<file path="config.mk">
export PLATFORM = sky130hd
export DESIGN_NAME = lgh_io_header
export DESIGN_NICKNAME = d
export VERILOG_FILES = /design/src/rtl/lgh_pkg.sv /design/src/rtl/lgh_decode.sv /design/src/rtl/lgh_regs.sv /design/src/rtl/lgh_io_header.sv
export SDC_FILE = /design/constraint.sdc
export NUM_CORES = 1
export LEC_CHECK = 0
export ABC_CLOCK_PERIOD_IN_PS = 4750
export BUFFER_PORTS_ARGS = -buffer_cell sky130_fd_sc_hd__buf_2
export CORE_AREA = 2 2 183 185
export DETAILED_ROUTE_END_ITERATION = 10
export DIE_AREA = 0 0 185 187
export HOLD_SLACK_MARGIN = 0.08
export PLACE_DENSITY_LB_ADDON = 0.08
export SETUP_SLACK_MARGIN = 0.02
export SYNTH_ARGS = -nofsm -noshare
export SYNTH_HDL_FRONTEND = slang
export SYNTH_SLANG_ARGS = --single-unit
</file>
<file path="constraint.sdc">
create_clock -name clk -period 4.75 [get_ports clk]
set_clock_uncertainty 0.2 [all_clocks]
set_input_delay 0.95 -clock clk [delete_from_list [all_inputs] [get_ports clk]]
set_output_delay 0.95 -clock clk [all_outputs]
set_load 0.05 [all_outputs]
</file>
<file path="src/rtl/lgh_pkg.sv">
package lgh_pkg;

    typedef enum logic [1:0] {
        SZ_BYTE = 2'd0,
        SZ_HALF = 2'd1,
        SZ_WORD = 2'd2,
        SZ_RSVD = 2'd3
    } acc_size_e;

    typedef enum logic [3:0] {
        F_BAD,
        F_DEVFEAT,
        F_DRVFEAT,
        F_QADDR,
        F_QSIZE,
        F_QSEL,
        F_NOTIFY,
        F_STATUS,
        F_ISR,
        F_CFGVEC,
        F_QVEC,
        F_DEVSPEC
    } field_e;

    // byte offsets inside the fixed header; drivers depend on them
    localparam int OFS_DEVFEAT = 0;
    localparam int OFS_DRVFEAT = 4;
    localparam int OFS_QADDR   = 8;
    localparam int OFS_QSIZE   = 12;
    localparam int OFS_QSEL    = 14;
    localparam int OFS_NOTIFY  = 16;
    localparam int OFS_STATUS  = 18;
    localparam int OFS_ISR     = 19;
    localparam int OFS_CFGVEC  = 20;
    localparam int OFS_QVEC    = 22;
    localparam int HDR_BYTES   = 20;
    localparam int VEC_BYTES   = 4;

    localparam int QIDX_W = 16;
    localparam logic [7:0] STAT_DRIVER_OK = 8'h04;

    typedef struct packed {
        logic        wr;
        logic        rd;
        field_e      field;
        logic [31:0] wdata;
    } hdr_op_t;

    function automatic logic [31:0] width_mask(acc_size_e s);
        case (s)
            SZ_BYTE: return 32'h0000_00FF;
            SZ_HALF: return 32'h0000_FFFF;
            default: return 32'hFFFF_FFFF;
        endcase
    endfunction

endpackage

</file>
<file path="src/rtl/lgh_decode.sv">
module lgh_decode
    import lgh_pkg::*;
#(
    parameter int ADDR_W = 8
) (
    input  logic [ADDR_W-1:0] addr,
    input  acc_size_e         size,
    input  logic              msix_en,
    output field_e            field,
    output logic [ADDR_W-1:0] dev_off
);

    localparam int SHORT_START = HDR_BYTES;
    localparam int LONG_START  = HDR_BYTES + VEC_BYTES;

    logic [ADDR_W-1:0] region_start;
    field_e            nominal;
    acc_size_e         need;

    always_comb begin
        region_start = msix_en ? ADDR_W'(LONG_START) : ADDR_W'(SHORT_START);
        nominal      = F_BAD;
        need         = SZ_WORD;
        dev_off      = '0;
        if (addr >= region_start) begin
            nominal = F_DEVSPEC;
            dev_off = addr - region_start;
        end else begin
            case (addr)
                ADDR_W'(OFS_DEVFEAT): begin nominal = F_DEVFEAT; need = SZ_WORD; end
                ADDR_W'(OFS_DRVFEAT): begin nominal = F_DRVFEAT; need = SZ_WORD; end
                ADDR_W'(OFS_QADDR):   begin nominal = F_QADDR;   need = SZ_WORD; end
                ADDR_W'(OFS_QSIZE):   begin nominal = F_QSIZE;   need = SZ_HALF; end
                ADDR_W'(OFS_QSEL):    begin nominal = F_QSEL;    need = SZ_HALF; end
                ADDR_W'(OFS_NOTIFY):  begin nominal = F_NOTIFY;  need = SZ_HALF; end
                ADDR_W'(OFS_STATUS):  begin nominal = F_STATUS;  need = SZ_BYTE; end
                ADDR_W'(OFS_ISR):     begin nominal = F_ISR;     need = SZ_BYTE; end
                ADDR_W'(OFS_CFGVEC):  begin nominal = F_CFGVEC;  need = SZ_HALF; end
                ADDR_W'(OFS_QVEC):    begin nominal = F_QVEC;    need = SZ_HALF; end
                default:              begin nominal = F_BAD;     need = SZ_WORD; end
            endcase
        end
        field = nominal;
        if (nominal != F_DEVSPEC && nominal != F_BAD && size != need)
            field = F_BAD;
    end

endmodule

</file>
<file path="src/rtl/lgh_regs.sv">
module lgh_regs
    import lgh_pkg::*;
#(
    parameter  int PAGE_SHIFT = 12,
    localparam int QADDR_W    = 32 + PAGE_SHIFT
) (
    input  logic               clk,
    input  logic               rst,
    input  hdr_op_t            op,
    input  logic [7:0]         isr_set,
    input  logic               feat32_acked,
    output logic [31:0]        drv_feat_lo,
    output logic [QIDX_W-1:0]  q_sel,
    output logic [7:0]         status,
    output logic [15:0]        cfg_vec,
    output logic [7:0]         isr,
    output logic               legacy_drv,
    output logic               notify_valid,
    output logic [QIDX_W-1:0]  notify_qidx,
    output logic               qaddr_wr,
    output logic [QADDR_W-1:0] qaddr_byte,
    output logic               qvec_wr,
    output logic [15:0]        qvec_wdata
);

    logic       wr_drvfeat, wr_qaddr, wr_qsel, wr_notify, wr_status, wr_cfgvec, wr_qvec;
    logic       rd_isr;
    logic [7:0] isr_taken;

    always_comb begin
        wr_drvfeat = op.wr && op.field == F_DRVFEAT;
        wr_qaddr   = op.wr && op.field == F_QADDR;
        wr_qsel    = op.wr && op.field == F_QSEL;
        wr_notify  = op.wr && op.field == F_NOTIFY;
        wr_status  = op.wr && op.field == F_STATUS;
        wr_cfgvec  = op.wr && op.field == F_CFGVEC;
        wr_qvec    = op.wr && op.field == F_QVEC;
        rd_isr     = op.rd && op.field == F_ISR;
        isr_taken  = rd_isr ? isr : 8'h00;
    end

    always_ff @(posedge clk) begin
        if (rst) begin
            drv_feat_lo  <= '0;
            q_sel        <= '0;
            status       <= '0;
            cfg_vec      <= '0;
            isr          <= '0;
            legacy_drv   <= 1'b0;
            notify_valid <= 1'b0;
            notify_qidx  <= '0;
            qaddr_wr     <= 1'b0;
            qaddr_byte   <= '0;
            qvec_wr      <= 1'b0;
            qvec_wdata   <= '0;
        end else begin
            notify_valid <= wr_notify;
            qaddr_wr     <= wr_qaddr;
            qvec_wr      <= wr_qvec;
            if (wr_notify)  notify_qidx <= op.wdata[QIDX_W-1:0];
            if (wr_qaddr)   qaddr_byte  <= {op.wdata, {PAGE_SHIFT{1'b0}}};
            if (wr_qvec)    qvec_wdata  <= op.wdata[15:0];
            if (wr_drvfeat) drv_feat_lo <= op.wdata;
            if (wr_qsel)    q_sel       <= op.wdata[QIDX_W-1:0];
            if (wr_cfgvec)  cfg_vec     <= op.wdata[15:0];
            if (wr_status) begin
                status <= op.wdata[7:0];
                if (op.wdata[7:0] == 8'h00)
                    legacy_drv <= 1'b0;
                else if ((op.wdata[7:0] & STAT_DRIVER_OK) != 8'h00 && !feat32_acked)
                    legacy_drv <= 1'b1;
            end
            isr <= (isr & ~isr_taken) | isr_set;
        end
    end

    AST_ISR_READ_CLEARS: assert property (@(posedge clk) disable iff (rst)
        (rd_isr && isr_set == 8'h00) |=> isr == 8'h00);

    AST_ISR_KEEPS_NEW: assert property (@(posedge clk) disable iff (rst)
        (isr_set != 8'h00) |=> (isr & $past(isr_set)) == $past(isr_set));

    AST_LEGACY_SETS: assert property (@(posedge clk) disable iff (rst)
        (wr_status && op.wdata[2] && !feat32_acked) |=> legacy_drv);

    AST_LEGACY_CLEARS: assert property (@(posedge clk) disable iff (rst)
        (wr_status && op.wdata[7:0] == 8'h00) |=> !legacy_drv);

endmodule

</file>
<file path="src/rtl/lgh_io_header.sv">
module lgh_io_header
    import lgh_pkg::*;
#(
    parameter  int ADDR_W     = 8,
    parameter  int PAGE_SHIFT = 12,
    localparam int QADDR_W    = 32 + PAGE_SHIFT
) (
    input  logic               clk,
    input  logic               rst,
    input  logic               msix_en,
    input  logic               feat32_acked,
    input  logic               acc_valid,
    input  logic               acc_write,
    input  logic [ADDR_W-1:0]  acc_addr,
    input  logic [1:0]         acc_size,
    input  logic [31:0]        acc_wdata,
    output logic               rd_valid,
    output logic [31:0]        rd_data,
    input  logic [63:0]        dev_feat,
    output logic [63:0]        drv_feat,
    output logic [15:0]        q_sel,
    input  logic [15:0]        qsize_rd,
    input  logic [QADDR_W-1:0] qaddr_rd,
    output logic               qaddr_wr,
    output logic [QADDR_W-1:0] qaddr_byte,
    input  logic [15:0]        qvec_rd,
    output logic               qvec_wr,
    output logic [15:0]        qvec_wdata,
    output logic               notify_valid,
    output logic [15:0]        notify_qidx,
    output logic [7:0]         dev_status,
    input  logic [7:0]         isr_set,
    output logic               legacy_drv,
    output logic               dev_valid,
    output logic               dev_write,
    output logic [ADDR_W-1:0]  dev_off,
    output logic [1:0]         dev_size,
    output logic [31:0]        dev_wdata,
    input  logic [31:0]        dev_rdata
);

    acc_size_e   size_e;
    field_e      field;
    hdr_op_t     op;
    logic [31:0] drv_feat_lo;
    logic [15:0] cfg_vec;
    logic [7:0]  isr;
    logic [31:0] rd_next;

    assign size_e = acc_size_e'(acc_size);

    lgh_decode #(.ADDR_W(ADDR_W)) u_decode (
        .addr    (acc_addr),
        .size    (size_e),
        .msix_en (msix_en),
        .field   (field),
        .dev_off (dev_off)
    );

    always_comb begin
        op.wr    = acc_valid && acc_write;
        op.rd    = acc_valid && !acc_write;
        op.field = field;
        op.wdata = acc_wdata;
    end

    lgh_regs #(.PAGE_SHIFT(PAGE_SHIFT)) u_regs (
        .clk          (clk),
        .rst          (rst),
        .op           (op),
        .isr_set      (isr_set),
        .feat32_acked (feat32_acked),
        .drv_feat_lo  (drv_feat_lo),
        .q_sel        (q_sel),
        .status       (dev_status),
        .cfg_vec      (cfg_vec),
        .isr          (isr),
        .legacy_drv   (legacy_drv),
        .notify_valid (notify_valid),
        .notify_qidx  (notify_qidx),
        .qaddr_wr     (qaddr_wr),
        .qaddr_byte   (qaddr_byte),
        .qvec_wr      (qvec_wr),
        .qvec_wdata   (qvec_wdata)
    );

    // high feature word is never reachable here: always unacknowledged
    assign drv_feat = {32'h0, drv_feat_lo};

    always_comb begin
        dev_valid = acc_valid && field == F_DEVSPEC;
        dev_write = acc_write;
        dev_size  = acc_size;
        dev_wdata = acc_wdata;
    end

    always_comb begin
        case (field)
            F_DEVFEAT: rd_next = dev_feat[31:0];
            F_DRVFEAT: rd_next = drv_feat_lo;
            F_QADDR:   rd_next = qaddr_rd[QADDR_W-1:PAGE_SHIFT];
            F_QSIZE:   rd_next = {16'h0, qsize_rd};
            F_QSEL:    rd_next = {16'h0, q_sel};
            F_STATUS:  rd_next = {24'h0, dev_status};
            F_ISR:     rd_next = {24'h0, isr};
            F_CFGVEC:  rd_next = {16'h0, cfg_vec};
            F_QVEC:    rd_next = {16'h0, qvec_rd};
            F_DEVSPEC: rd_next = dev_rdata & width_mask(size_e);
            default:   rd_next = 32'h0;
        endcase
    end

    always_ff @(posedge clk) begin
        if (rst) begin
            rd_valid <= 1'b0;
            rd_data  <= '0;
        end else begin
            rd_valid <= acc_valid && !acc_write;
            rd_data  <= (acc_valid && !acc_write) ? rd_next : 32'h0;
        end
    end

    AST_DEV_ABOVE_HDR: assert property (@(posedge clk) disable iff (rst)
        dev_valid |-> acc_addr >= (msix_en ? ADDR_W'(HDR_BYTES + VEC_BYTES) : ADDR_W'(HDR_BYTES)));

    AST_NOTIFY_FROM_WRITE: assert property (@(posedge clk) disable iff (rst)
        notify_valid |-> $past(acc_valid && acc_write && acc_addr == ADDR_W'(OFS_NOTIFY)));

    AST_READ_LATENCY: assert property (@(posedge clk) disable iff (rst)
        rd_valid |-> $past(acc_valid && !acc_write));

    AST_BAD_WIDTH_FEAT: assert property (@(posedge clk) disable iff (rst)
        (acc_valid && acc_write && acc_addr == ADDR_W'(OFS_DRVFEAT) && acc_size != 2'd2)
        |=> $stable(drv_feat));

endmodule

</file>
==> impl_metrics.toml <==
[timing]
setup_tns_ns = 0
drv_slew = 0
min_period_ns = 4.40
maxSlewHeadroom_pct = 33.9
rsz0062_at_grt = "false"
timing.fmax_mhz = 227
tightest_slew_ns = 0.991
period_share_pct = 92.7
hold_viol_final = 0
finalSetupViolations = 0

[placement]
post_dp_cell_area_sq_um = 10600
hpwl_mm = 25.8
io_buffer_count = 384
place.gp.congestion = 0.791

[floorplanning]
die_area_sq_um = 34600
die_y_um = 187
io_pins = 473
die_w_um = 185
start_util_pct = 25.9
rows = 67
core_area_sq_um = 32900

[pwr]
totalPowerFinal_uw = 3530
ir_drop_uv = 240
power.density_nw_per_um2 = 315
p_leak_uw = 0.00503

[final_layout]
layout-drive-gt1-share_pct = 36.1
nFillCells = 3577
finalNetCount = 1519
syn_to_final_growth_pct = 31.7
design_area_sq_um = 11200

[setup_path]
critPathArrivalTime_ns = 3.25
crit_path_top_delay_cell = "a2111oi_4"
cp-start-kind = "input pin"
crit_path_end_kind = "primary output"
cpPeakStageDelay_ns = 0.46
crit_type = "in2out"
worstPathRequired_ns = 3.60
worstPathCellList = "buf_2, inv_1, ha_1, inv_1, fa_1, a2111oi_4, o21ai_2, buf_4, and2_1, buf_2"
reg2regPathDepth = 4
worstPathMaxFanout = 13

[yosys]
yosys_warnings = 0
synth-seq-cells = 181
ys.flop_type = "dfxtp_1"
syn-cell-area_sq_um = 8510
avgSynthCellArea_sq_um = 8.81
synth_edf_count = 0
async_reset_ff_share_pct = 0
yosys-top-cells-area = "dfxtp_1 (43%), mux2i_1 (9.4%), buf_4 (7.3%), nor2_1 (5.9%), nand2_1 (5.3%)"
synth_seq_area_share_pct = 42.6
synth.distinct_cells = 62
yosysTopAreaCellShare_pct = 42.6
yosys.area.top_type = "dfxtp_1"
syn_inst = 966

[global_route]
overflow = 0
grt_max_degree = 79
antenna_found_initial = 8
grt_pass1_wl_mm = 51.2
grt_pass1_vias = 7858
global_route.usage.total_pct = 20.1

[detailed_routing]
drt-total-wl_mm = 35.6
drt_first_pass_iters = 7
drtIter0Drc = 447
via_per_inst = 4.64
post_drt_wl_per_cell_um = 20.3
ant_nets = 0
vias = 8136
route.detailed.drc = 0

[clock_network]
clock_sinks = 181
cts_tree = "yes"
cts_buffers = 17
cts_buffer_depth = 2
cts_setup_buffers = 0
clock_latency_ns = 0.45
ctsHoldBuffers = 0
cts_resized = 0
root_buffer = "clkbuf_16"
clk_pin_slew_ns = 0.08
htree_levels = 4

[worst_hold_path]
min_delay_path_depth = 2
hold_path.class = "reg2reg"

[outcome]
status = "finished, final reports clean"

[job]
cap_violations = 0
## registers in the layout (all words and copies together) (netlist names)
signal               flops
u_regs.qvec_wr           1
rd_data                 32
u_regs.qaddr_wr          1
u_regs.notify_qidx      16
u_regs.q_sel            16
u_regs.qvec_wdata       16
u_regs.drv_feat_lo      32
u_regs.cfg_vec          16
u_regs.status            8
u_regs.qaddr_byte       32
u_regs.notify_valid      1
u_regs.legacy_drv        1
u_regs.isr               8
rd_valid                 1
## stage by stage
stage	utilization, %	instances	hold slack, ns	setup WS (ns)
CTS	34.1	1749	0.257	0.322
global route	34.1	1751	0.275	0.207
floorplan	-	1009	0.252	0.586
detailed placement	32.2	1717	0.245	0.119
finish	34.1	1753	0.254	0.346
global placement	32.2	1717	0.239	0.123
## synth_stat cells (3+ instances only)
cell type    n
a21oi_1     82
a2111oi_0    4
nand2_1    120
clkbuf_1    50
inv_1        5
nand2b_1    10
and3_1       6
o21ai_0      3
buf_4       83
and2_1       8
a222oi_1    24
nand3_1      4
nor2b_1      5
mux2i_1     80
a22oi_1     25
buf_2       16
nor2_1     134
buf_6        6
a31oi_1      5
xnor2_1      5
a221oi_1     4
a211oi_1    10
dfxtp_1    181
a22o_1      44
nor4bb_1     3
buf_1        4
## final cells by class
type	count	area (sq um)	share of cell area, %
diodes	4	10.0	0.0893
repair buffers	420	2290	20.4
well taps	448	561	5.00
clock buffers	19	443	3.95
flip-flops and latches	181	3620	32.3
clock inverters	13	163	1.45
multi-input cells	663	4100	36.6
inverters	5	18.8	0.167
## final timing paths
kind | start | end | slack, ns
max | acc_addr[2] | dev_valid | 0.35
min | u_regs.notify_qidx[1]$_SDFFE_PP0P_ | u_regs.notify_qidx[1]$_SDFFE_PP0P_ | 0.25
max reg2reg | u_regs.isr[4]$_SDFF_PP0_ | rd_data[4]$_SDFF_PP0_ | 3.01
min reg2reg | u_regs.notify_qidx[1]$_SDFFE_PP0P_ | u_regs.notify_qidx[1]$_SDFFE_PP0P_ | 0.25
## placed cells by master, fill, tap and decap left out, types with 3 or more instances in the layout
cell / Yosys / final
clkbuf_16: 0 / 17
clkinvlp_4: 0 / 3
nor4bb_1: 3 / 3
mux2i_1: 80 / 80
a22oi_1: 25 / 25
a211oi_1: 10 / 8
a21oi_1: 82 / 82
nor2b_1: 5 / 5
xnor2_1: 5 / 5
buf_12: 0 / 7
nand2_1: 120 / 120
nor2_1: 134 / 134
a31oi_1: 5 / 5
a222oi_1: 24 / 24
a221oi_1: 4 / 4
conb_1: 1 / 44
a22o_1: 44 / 44
and2_1: 8 / 7
inv_8: 0 / 4
a2111oi_0: 4 / 4
inv_6: 0 / 3
and3_1: 6 / 6
diode_2: 0 / 4
buf_2: 16 / 383
nand2b_1: 10 / 10
inv_1: 5 / 5
dfxtp_1: 181 / 181
o21ai_0: 3 / 3
nand3_1: 4 / 4
buf_4: 83 / 29
## routing by layer
layer,track usage [%],part of all wire [%],vias up
met1,25.5,43,3876
met3,5.86,8.0,22
met2,33.6,48,320
met5,0,0.11,-
li1,-,-,3912
met4,4.67,0.93,6
## logic make-up (layout without fill, tap and decap cells)
group                    after synthesis  count (layout)  share of synthesized area (%)
adder cells (fa/ha/maj)                3               3                          0.529
flip-flops                           181             181                           42.6
other                                  1              48                         0.0441
buffers and inverters                165             457                           11.7
multiplexers                          80              80                           9.41
AO/OA/AOI/OAI                        217             217                           19.0
XOR/XNOR                               7               7                          0.720
AND/OR/NAND/NOR                      312             312                           16.0
## power breakdown
part           switching, uW  internal, uW
clock                    694           810
combinational            363           135
sequential              4.48          1530
## critical path, delay by kind of cell
| family | cells | cell delay, ns |
|---|---|---|
| and+or+nand+nor | 1 | 0.19 |
| buffers and inverters | 5 | 0.80 |
| AOI/OAI and AO/OA | 2 | 0.70 |
| adders and majority gates | 2 | 0.59 |
Note: power is estimated with default switching activity, not from simulation.
